[config.mk]
export PLATFORM = sky130hd
export DESIGN_NAME = tx_dma_chain
export DESIGN_NICKNAME = d
export VERILOG_FILES = /design/src/rtl/tx_dma_pkg.sv /design/src/rtl/tx_dma_regs.sv /design/src/rtl/tx_dma_lane_mux.sv /design/src/rtl/tx_dma_fsm.sv /design/src/rtl/tx_dma_chain.sv
export SDC_FILE = /design/constraint.sdc
export NUM_CORES = 1
export LEC_CHECK = 0
export ABC_AREA = 1
export BUFFER_PORTS_ARGS = -buffer_cell sky130_fd_sc_hd__buf_4
export CAP_MARGIN = 20
export CORE_ASPECT_RATIO = 1.5
export CORE_UTILIZATION = 45
export CTS_BUF_LIST = sky130_fd_sc_hd__clkbuf_8
export CTS_CLUSTER_DIAMETER = 30
export DETAILED_ROUTE_END_ITERATION = 10
export GPL_ROUTABILITY_DRIVEN = 0
export GPL_TIMING_DRIVEN = 0
export HOLD_SLACK_MARGIN = 0.12
export PLACE_DENSITY = 0.72
export SLEW_MARGIN = 10
export SYNTH_ARGS = -nofsm -noshare
export SYNTH_HDL_FRONTEND = slang
export SYNTH_SLANG_ARGS = --single-unit
[constraint.sdc]
create_clock -name clk -period 2.85 [get_ports clk]
set_input_delay 0.4275 -clock clk [delete_from_list [all_inputs] [get_ports clk]]
set_output_delay 0.4275 -clock clk [all_outputs]
set_load 0.005 [all_outputs]
[src/rtl/tx_dma_pkg.sv]
package tx_dma_pkg;

    typedef enum logic [3:0] {
        ST_WAIT,
        ST_RD_STS,
        ST_GET_STS,
        ST_GET_CTL,
        ST_GET_BUF,
        ST_GET_NXT,
        ST_GET_DAT,
        ST_SEND,
        ST_WB
    } dma_st_e;

    localparam logic [1:0] REG_BASE = 2'd0;
    localparam logic [1:0] REG_CTRL = 2'd1;
    localparam logic [1:0] REG_POLL = 2'd2;

    localparam int CTRL_RUN_BIT  = 0;
    localparam int CTRL_SRST_BIT = 1;

endpackage

[src/rtl/tx_dma_regs.sv]
module tx_dma_regs
    import tx_dma_pkg::*;
#(
    parameter int AW = 16,
    parameter int DW = 32
) (
    input  logic          clk,
    input  logic          rst_n,
    input  logic          reg_we,
    input  logic [1:0]    reg_addr,
    input  logic [DW-1:0] reg_wdata,
    output logic [AW-1:0] base,
    output logic          run,
    output logic          start,
    output logic          srst,
    output logic          poll
);

    typedef struct packed {
        logic [AW-1:0] base;
        logic          run;
        logic          start;
        logic          srst;
        logic          poll;
    } regs_s;

    regs_s regs_d, regs_q;

    always_comb begin
        regs_d       = regs_q;
        regs_d.start = 1'b0;
        regs_d.srst  = 1'b0;
        regs_d.poll  = 1'b0;
        if (reg_we) begin
            case (reg_addr)
                REG_BASE: regs_d.base = reg_wdata[AW-1:0];
                REG_CTRL: begin
                    regs_d.srst  = reg_wdata[CTRL_SRST_BIT];
                    regs_d.run   = reg_wdata[CTRL_RUN_BIT] & ~reg_wdata[CTRL_SRST_BIT];
                    regs_d.start = regs_d.run & ~regs_q.run;
                end
                REG_POLL: regs_d.poll = 1'b1;
                default: ;
            endcase
        end
    end

    always_ff @(posedge clk or negedge rst_n) begin
        if (!rst_n) regs_q <= '0;
        else        regs_q <= regs_d;
    end

    assign base  = regs_q.base;
    assign run   = regs_q.run;
    assign start = regs_q.start;
    assign srst  = regs_q.srst;
    assign poll  = regs_q.poll;

endmodule

[src/rtl/tx_dma_lane_mux.sv]
module tx_dma_lane_mux #(
    parameter int DW     = 32,
    parameter int LANE_W = $clog2(DW/8)
) (
    input  logic [DW-1:0]     word,
    input  logic [LANE_W-1:0] lane,
    output logic [7:0]        byte_out
);

    localparam int LANES = DW / 8;

    logic [7:0] lane_bytes [LANES];

    for (genvar g = 0; g < LANES; g++) begin : g_lane
        assign lane_bytes[g] = word[8*g +: 8];
    end

    assign byte_out = lane_bytes[lane];

endmodule

[src/rtl/tx_dma_fsm.sv]
module tx_dma_fsm
    import tx_dma_pkg::*;
#(
    parameter int AW        = 16,
    parameter int DW        = 32,
    parameter int SZ_W      = 13,
    parameter int OWN_BIT   = 31,
    parameter int FIRST_BIT = 28,
    parameter int LAST_BIT  = 29,
    parameter int LANE_W    = $clog2(DW/8)
) (
    input  logic              clk,
    input  logic              rst_n,
    input  logic              run,
    input  logic              start,
    input  logic              srst,
    input  logic              poll,
    input  logic [AW-1:0]     base,
    input  logic [DW-1:0]     mem_rdata,
    input  logic              tx_ready,
    output logic              mem_rd,
    output logic              mem_wr,
    output logic [AW-1:0]     mem_addr,
    output logic [DW-1:0]     mem_wdata,
    output logic [DW-1:0]     word,
    output logic [LANE_W-1:0] lane,
    output logic              tx_valid,
    output logic              tx_first,
    output logic              tx_last,
    output logic              susp
);

    localparam logic [LANE_W-1:0] LAST_LANE = LANE_W'(DW/8 - 1);
    localparam logic [DW-1:0]     OWN_MASK  = DW'(1) << OWN_BIT;
    localparam logic [SZ_W-1:0]   ONE_LEFT  = SZ_W'(1);

    typedef struct packed {
        dma_st_e           st;
        logic [AW-1:0]     cur;
        logic [AW-1:0]     nxt;
        logic [AW-1:0]     bptr;
        logic [DW-1:0]     sts;
        logic [DW-1:0]     word;
        logic [SZ_W-1:0]   rem;
        logic [LANE_W-1:0] lane;
        logic              head;
        logic              first_f;
        logic              last_f;
        logic              susp;
    } fsm_s;

    fsm_s fsm_d, fsm_q;

    always_comb begin
        fsm_d     = fsm_q;
        mem_rd    = 1'b0;
        mem_wr    = 1'b0;
        mem_addr  = '0;
        mem_wdata = '0;
        case (fsm_q.st)
            ST_WAIT: begin
                if (run && poll) begin
                    fsm_d.st   = ST_RD_STS;
                    fsm_d.susp = 1'b0;
                end else if (start) begin
                    fsm_d.cur = base;
                end
            end
            ST_RD_STS: begin
                mem_rd   = 1'b1;
                mem_addr = fsm_q.cur;
                fsm_d.st = ST_GET_STS;
            end
            ST_GET_STS: begin
                fsm_d.sts = mem_rdata;
                if (mem_rdata[OWN_BIT]) begin
                    mem_rd   = 1'b1;
                    mem_addr = fsm_q.cur + AW'(1);
                    fsm_d.st = ST_GET_CTL;
                end else begin
                    fsm_d.st   = ST_WAIT;
                    fsm_d.susp = 1'b1;
                end
            end
            ST_GET_CTL: begin
                fsm_d.rem     = mem_rdata[SZ_W-1:0];
                fsm_d.first_f = mem_rdata[FIRST_BIT];
                fsm_d.last_f  = mem_rdata[LAST_BIT];
                fsm_d.head    = 1'b1;
                mem_rd        = 1'b1;
                mem_addr      = fsm_q.cur + AW'(2);
                fsm_d.st      = ST_GET_BUF;
            end
            ST_GET_BUF: begin
                fsm_d.bptr = mem_rdata[AW-1:0];
                mem_rd     = 1'b1;
                mem_addr   = fsm_q.cur + AW'(3);
                fsm_d.st   = ST_GET_NXT;
            end
            ST_GET_NXT: begin
                fsm_d.nxt  = mem_rdata[AW-1:0];
                fsm_d.lane = '0;
                if (fsm_q.rem == '0) begin
                    fsm_d.st = ST_WB;
                end else begin
                    mem_rd   = 1'b1;
                    mem_addr = fsm_q.bptr;
                    fsm_d.st = ST_GET_DAT;
                end
            end
            ST_GET_DAT: begin
                fsm_d.word = mem_rdata;
                fsm_d.st   = ST_SEND;
            end
            ST_SEND: begin
                if (tx_ready) begin
                    fsm_d.head = 1'b0;
                    fsm_d.rem  = fsm_q.rem - ONE_LEFT;
                    if (fsm_q.rem == ONE_LEFT) begin
                        fsm_d.st = ST_WB;
                    end else if (fsm_q.lane == LAST_LANE) begin
                        fsm_d.lane = '0;
                        fsm_d.bptr = fsm_q.bptr + AW'(1);
                        mem_rd     = 1'b1;
                        mem_addr   = fsm_q.bptr + AW'(1);
                        fsm_d.st   = ST_GET_DAT;
                    end else begin
                        fsm_d.lane = fsm_q.lane + LANE_W'(1);
                    end
                end
            end
            ST_WB: begin
                mem_wr    = 1'b1;
                mem_addr  = fsm_q.cur;
                mem_wdata = fsm_q.sts & ~OWN_MASK;
                fsm_d.cur = fsm_q.nxt;
                fsm_d.st  = run ? ST_RD_STS : ST_WAIT;
            end
            default: fsm_d.st = ST_WAIT;
        endcase

        if (srst) begin
            fsm_d     = '0;
            fsm_d.st  = ST_WAIT;
            fsm_d.cur = base;
            mem_rd    = 1'b0;
            mem_wr    = 1'b0;
        end
    end

    always_ff @(posedge clk or negedge rst_n) begin
        if (!rst_n) fsm_q <= '0;
        else        fsm_q <= fsm_d;
    end

    assign word     = fsm_q.word;
    assign lane     = fsm_q.lane;
    assign tx_valid = (fsm_q.st == ST_SEND);
    assign tx_first = tx_valid & fsm_q.head & fsm_q.first_f;
    assign tx_last  = tx_valid & fsm_q.last_f & (fsm_q.rem == ONE_LEFT);
    assign susp     = fsm_q.susp;

endmodule

[src/rtl/tx_dma_chain.sv]
module tx_dma_chain #(
    parameter int AW        = 16,
    parameter int DW        = 32,
    parameter int SZ_W      = 13,
    parameter int OWN_BIT   = 31,
    parameter int FIRST_BIT = 28,
    parameter int LAST_BIT  = 29
) (
    input  logic          clk,
    input  logic          rst_n,
    input  logic          reg_we,
    input  logic [1:0]    reg_addr,
    input  logic [DW-1:0] reg_wdata,
    output logic          mem_rd,
    output logic          mem_wr,
    output logic [AW-1:0] mem_addr,
    output logic [DW-1:0] mem_wdata,
    input  logic [DW-1:0] mem_rdata,
    output logic          tx_valid,
    input  logic          tx_ready,
    output logic [7:0]    tx_data,
    output logic          tx_first,
    output logic          tx_last,
    output logic          tx_susp
);

    localparam int LANE_W = $clog2(DW/8);

    logic [AW-1:0]     base_p;
    logic              run_p;
    logic              start_p;
    logic              srst_p;
    logic              poll_p;
    logic [DW-1:0]     word_p;
    logic [LANE_W-1:0] lane_p;

    tx_dma_regs #(.AW(AW), .DW(DW)) u_regs (
        .clk       (clk),
        .rst_n     (rst_n),
        .reg_we    (reg_we),
        .reg_addr  (reg_addr),
        .reg_wdata (reg_wdata),
        .base      (base_p),
        .run       (run_p),
        .start     (start_p),
        .srst      (srst_p),
        .poll      (poll_p)
    );

    tx_dma_fsm #(
        .AW(AW), .DW(DW), .SZ_W(SZ_W), .OWN_BIT(OWN_BIT),
        .FIRST_BIT(FIRST_BIT), .LAST_BIT(LAST_BIT), .LANE_W(LANE_W)
    ) u_fsm (
        .clk       (clk),
        .rst_n     (rst_n),
        .run       (run_p),
        .start     (start_p),
        .srst      (srst_p),
        .poll      (poll_p),
        .base      (base_p),
        .mem_rdata (mem_rdata),
        .tx_ready  (tx_ready),
        .mem_rd    (mem_rd),
        .mem_wr    (mem_wr),
        .mem_addr  (mem_addr),
        .mem_wdata (mem_wdata),
        .word      (word_p),
        .lane      (lane_p),
        .tx_valid  (tx_valid),
        .tx_first  (tx_first),
        .tx_last   (tx_last),
        .susp      (tx_susp)
    );

    tx_dma_lane_mux #(.DW(DW), .LANE_W(LANE_W)) u_mux (
        .word     (word_p),
        .lane     (lane_p),
        .byte_out (tx_data)
    );

endmodule

==> results.sh <==
export IMPL_outcome="completed"
export IMPL_post_dp_hpwl_um=21200
export IMPL_finalHoldViolCount=0
export IMPL_nets=1479
export IMPL_finalSetupViolCount=0
export IMPL_worstPathArrival_ns=2.33
export IMPL_max_freq_mhz=362
export IMPL_die_h_um=177
export IMPL_cts_path_max_buffers=2
export IMPL_end_kind="primary output"
export IMPL_vias=9149
export IMPL_synth_seq_area_share_pct=42.0
export IMPL_syn_mean_instance_area_um2=7.24
export IMPL_area_growth_pct=18.9
export IMPL_grt_overflow_total=0
export IMPL_async_reset_ff_share_pct=100
export IMPL_via_per_inst=5.47
export IMPL_antenna_found_initial=0
export IMPL_antenna_left=0
export IMPL_max_cap_violations=0
export IMPL_leakage_nw=5.49
export IMPL_tns_ns=0
export IMPL_synth_seq_cells=154
export IMPL_whs_path_depth=2
export IMPL_powerDensity_mw_per_mm2=792
export IMPL_grt_max_degree=99
export IMPL_port_buffers=114
export IMPL_design_area_mm2=0.0109
export IMPL_drc=0
export IMPL_fin_crit_sh_pct=96.9
export IMPL_synth_ff_type="dfrtp_1"
export IMPL_synth_area_mm2=0.00917
export IMPL_cts_sinks=154
export IMPL_cts_tree="yes"
export IMPL_fin_cells=1673
export IMPL_antenna_cells=0
export IMPL_synthCells=1266
export IMPL_first_pass_iters=7
export IMPL_insertion_delay_ns=0.48
export IMPL_synth_edf_count=0
export IMPL_clock_skew_ns=0.0161
export IMPL_yosysWarnings=0
export IMPL_fin_crit_ns=2.76
export IMPL_dp_slack_ns=0.347
export IMPL_worstPathMaxFanout=10
export IMPL_initial_core_util_pct=46.2
export IMPL_maxSlewViolCount=0
export IMPL_drt_total_wl_um=28200
export IMPL_min_path_type="in2reg"
export IMPL_grt_pass1_wl_um=45000
export IMPL_cts_root_buf="clkbuf_8"
export IMPL_place_inst=1641
export IMPL_num_rows=63
export IMPL_worstSetupPathType="reg2out"
export IMPL_drtIter0Drc=731
export IMPL_ioPinCount=132
export IMPL_die_area_mm2=0.0210
export IMPL_setup_ws_ns=0.0879
export IMPL_core_mm2=0.0199
export IMPL_slew_headroom_pct=59.4
export IMPL_synth_nets=1345
export IMPL_worstMarginPinSlew_ns=0.609
export IMPL_clkTransAtPathRegs_ns=0.08
export IMPL_placed_cell_area_mm2=0.0104
export IMPL_startpoint_type="register"
export IMPL_routedWlPerCell_um=16.9
export IMPL_tritoncts_num_buffers=17
export IMPL_peakVddDrop_uv=470
export IMPL_drive_above_1_share_pct=18.4
export IMPL_reg2reg_depth=7
export IMPL_design_power_total_mw=8.63
export IMPL_cp_required_ns=2.42
export IMPL_grtUsageTotal_pct=27.6
export IMPL_htree_levels=4
export IMPL_grt_pass1_vias=8855
export IMPL_dieWidth_um=119
export IMPL_ys_types=38
## synthesized netlist by cell type, drive strengths merged, types with 3 or more instances
cell type	instances	area share [%]
a21oi	22	1.2
buf	29	1.8
clkbuf	23	0.94
dfrtp	154	42
ha	9	1.2
inv	186	7.6
mux2	13	1.6
nand2	282	12
nand3	135	8.0
nand3b	3	0.25
nand4	16	1.1
nor2	170	7.8
nor3	5	0.27
o211ai	9	0.74
o21ai	137	7.9
o221ai	11	1.1
o22ai	42	2.9
or2	7	0.48
xor2	7	0.67
## timing repair
action | in CTS | in global routing
hold endpoints to repair | 56 | 0
buffers inserted | 0 | 0
hold buffers | 1 | 0
endpoints found under the setup margin | 16 | 18
resized for setup | 5 | 30
## state kept, by name, summed over array words and instances (netlist names)
name / count
u_fsm.fsm_q: 99
u_fsm.word: 32
u_regs.base: 16
u_fsm.lane: 2
u_fsm.susp: 1
u_regs.poll: 1
u_regs.run: 1
u_regs.srst: 1
u_regs.start: 1
## critical path, stage by stage, from the launching register on
cell and delay [ns]:
dfrtp_1 0.40, inv_1 0.12, ha_1 0.15, nand2_1 0.06, nor2_2 0.18, nand2_2 0.16
nand3_4 0.15, inv_2 0.13, nand2_1 0.09, nand4_1 0.20, buf_4 0.21
## power by group
part	switching [mW]	total (mW)	leakage (nW)	internal (mW)
clock network	0.852	1.75	0.210	0.903
registers	0.595	3.54	1.97	2.94
logic	2.06	3.34	3.30	1.28
## through the flow
stage	hold slack (ns)	util (%)
3_3_place_gp	0.464	52.1
5_1_grt	0.134	54.9
3_5_place_dp	0.396	52.3
6_report	0.151	54.9
4_1_cts	0.130	54.5
2_1_floorplan	0.132	-
## path summary, 6_finish.rpt
| check | start | to | slack (ns) |
|---|---|---|---|
| worst max register to register | u_fsm.fsm_q[131]$_DFFE_PN0P_ | u_fsm.fsm_q[129]$_DFFE_PN0P_ | 0.78 |
| worst min register to register | u_fsm.fsm_q[110]$_DFFE_PN0P_ | u_fsm.fsm_q[110]$_DFFE_PN0P_ | 0.49 |
| min in group asynchronous | rst_n | u_fsm.fsm_q[80]$_DFFE_PN0P_ | 0.48 |
| max in group asynchronous | rst_n | u_fsm.fsm_q[127]$_DFFE_PN0P_ | 1.51 |
| worst min-delay path | reg_addr[0] | u_regs.poll$_DFF_PN0_ | 0.15 |
| worst max-delay path | u_fsm.fsm_q[7]$_DFFE_PN0P_ | mem_addr[1] | 0.09 |
## per-layer routing
layer / up-vias / track usage (%) / part of all wire (%)
li1: 4379 / - / -
met1: 4322 / 32.4 / 39
met2: 352 / 46.6 / 49
met3: 96 / 4.22 / 5.5
met4: 0 / 18.4 / 6.2
met5: - / 0 / 0
## cell families (layout without fill, tap and decap cells)
| logic type | Yosys count | count (layout) | synth area share, % |
|---|---|---|---|
| XOR/XNOR | 8 | 8 | 0.764 |
| other | 1 | 1 | 0.0409 |
| multiplexers | 13 | 13 | 1.60 |
| buffers and inverters | 238 | 385 | 10.4 |
| AO/OA/AOI/OAI | 224 | 224 | 14.0 |
| AND/OR/NAND/NOR | 619 | 619 | 30.0 |
| flip-flops | 154 | 154 | 42.0 |
| adder cells (fa/ha/maj) | 9 | 9 | 1.23 |
## layout by cell type (no fill, tap or decap), drive strengths merged
cell type / synthesis / layout
dfrtp: 154 / 154
nand3b: 3 / 3
nor3: 5 / 5
o21ai: 137 / 137
nand2: 282 / 282
dlygate4sd3: 0 / 1
mux2: 13 / 13
clkbuf: 23 / 43
clkinv: 0 / 5
a22oi: 1 / 1
o221ai: 11 / 11
ha: 9 / 9
nor2: 170 / 170
and2: 1 / 1
buf: 29 / 142
bufinv: 0 / 3
xor2: 7 / 7
or2: 7 / 7
clkinvlp: 0 / 3
a21oi: 22 / 22
nand3: 135 / 135
o211ai: 9 / 9
xnor2: 1 / 1
o31ai: 1 / 1
inv: 186 / 188
o22ai: 42 / 42
conb: 1 / 1
a31oi: 1 / 1
nand4: 16 / 16
## cell type report
class                   count  area, um^2
multi-input cells         874        4440
repair buffers            116         901
inverters                 186         701
flip-flops and latches    154        3850
fillers                  1981        8960
well taps                 260         325
clock buffers              19         262
clock inverters            13         153
plain buffers              51         268
(Power assumes the default switching activity.)
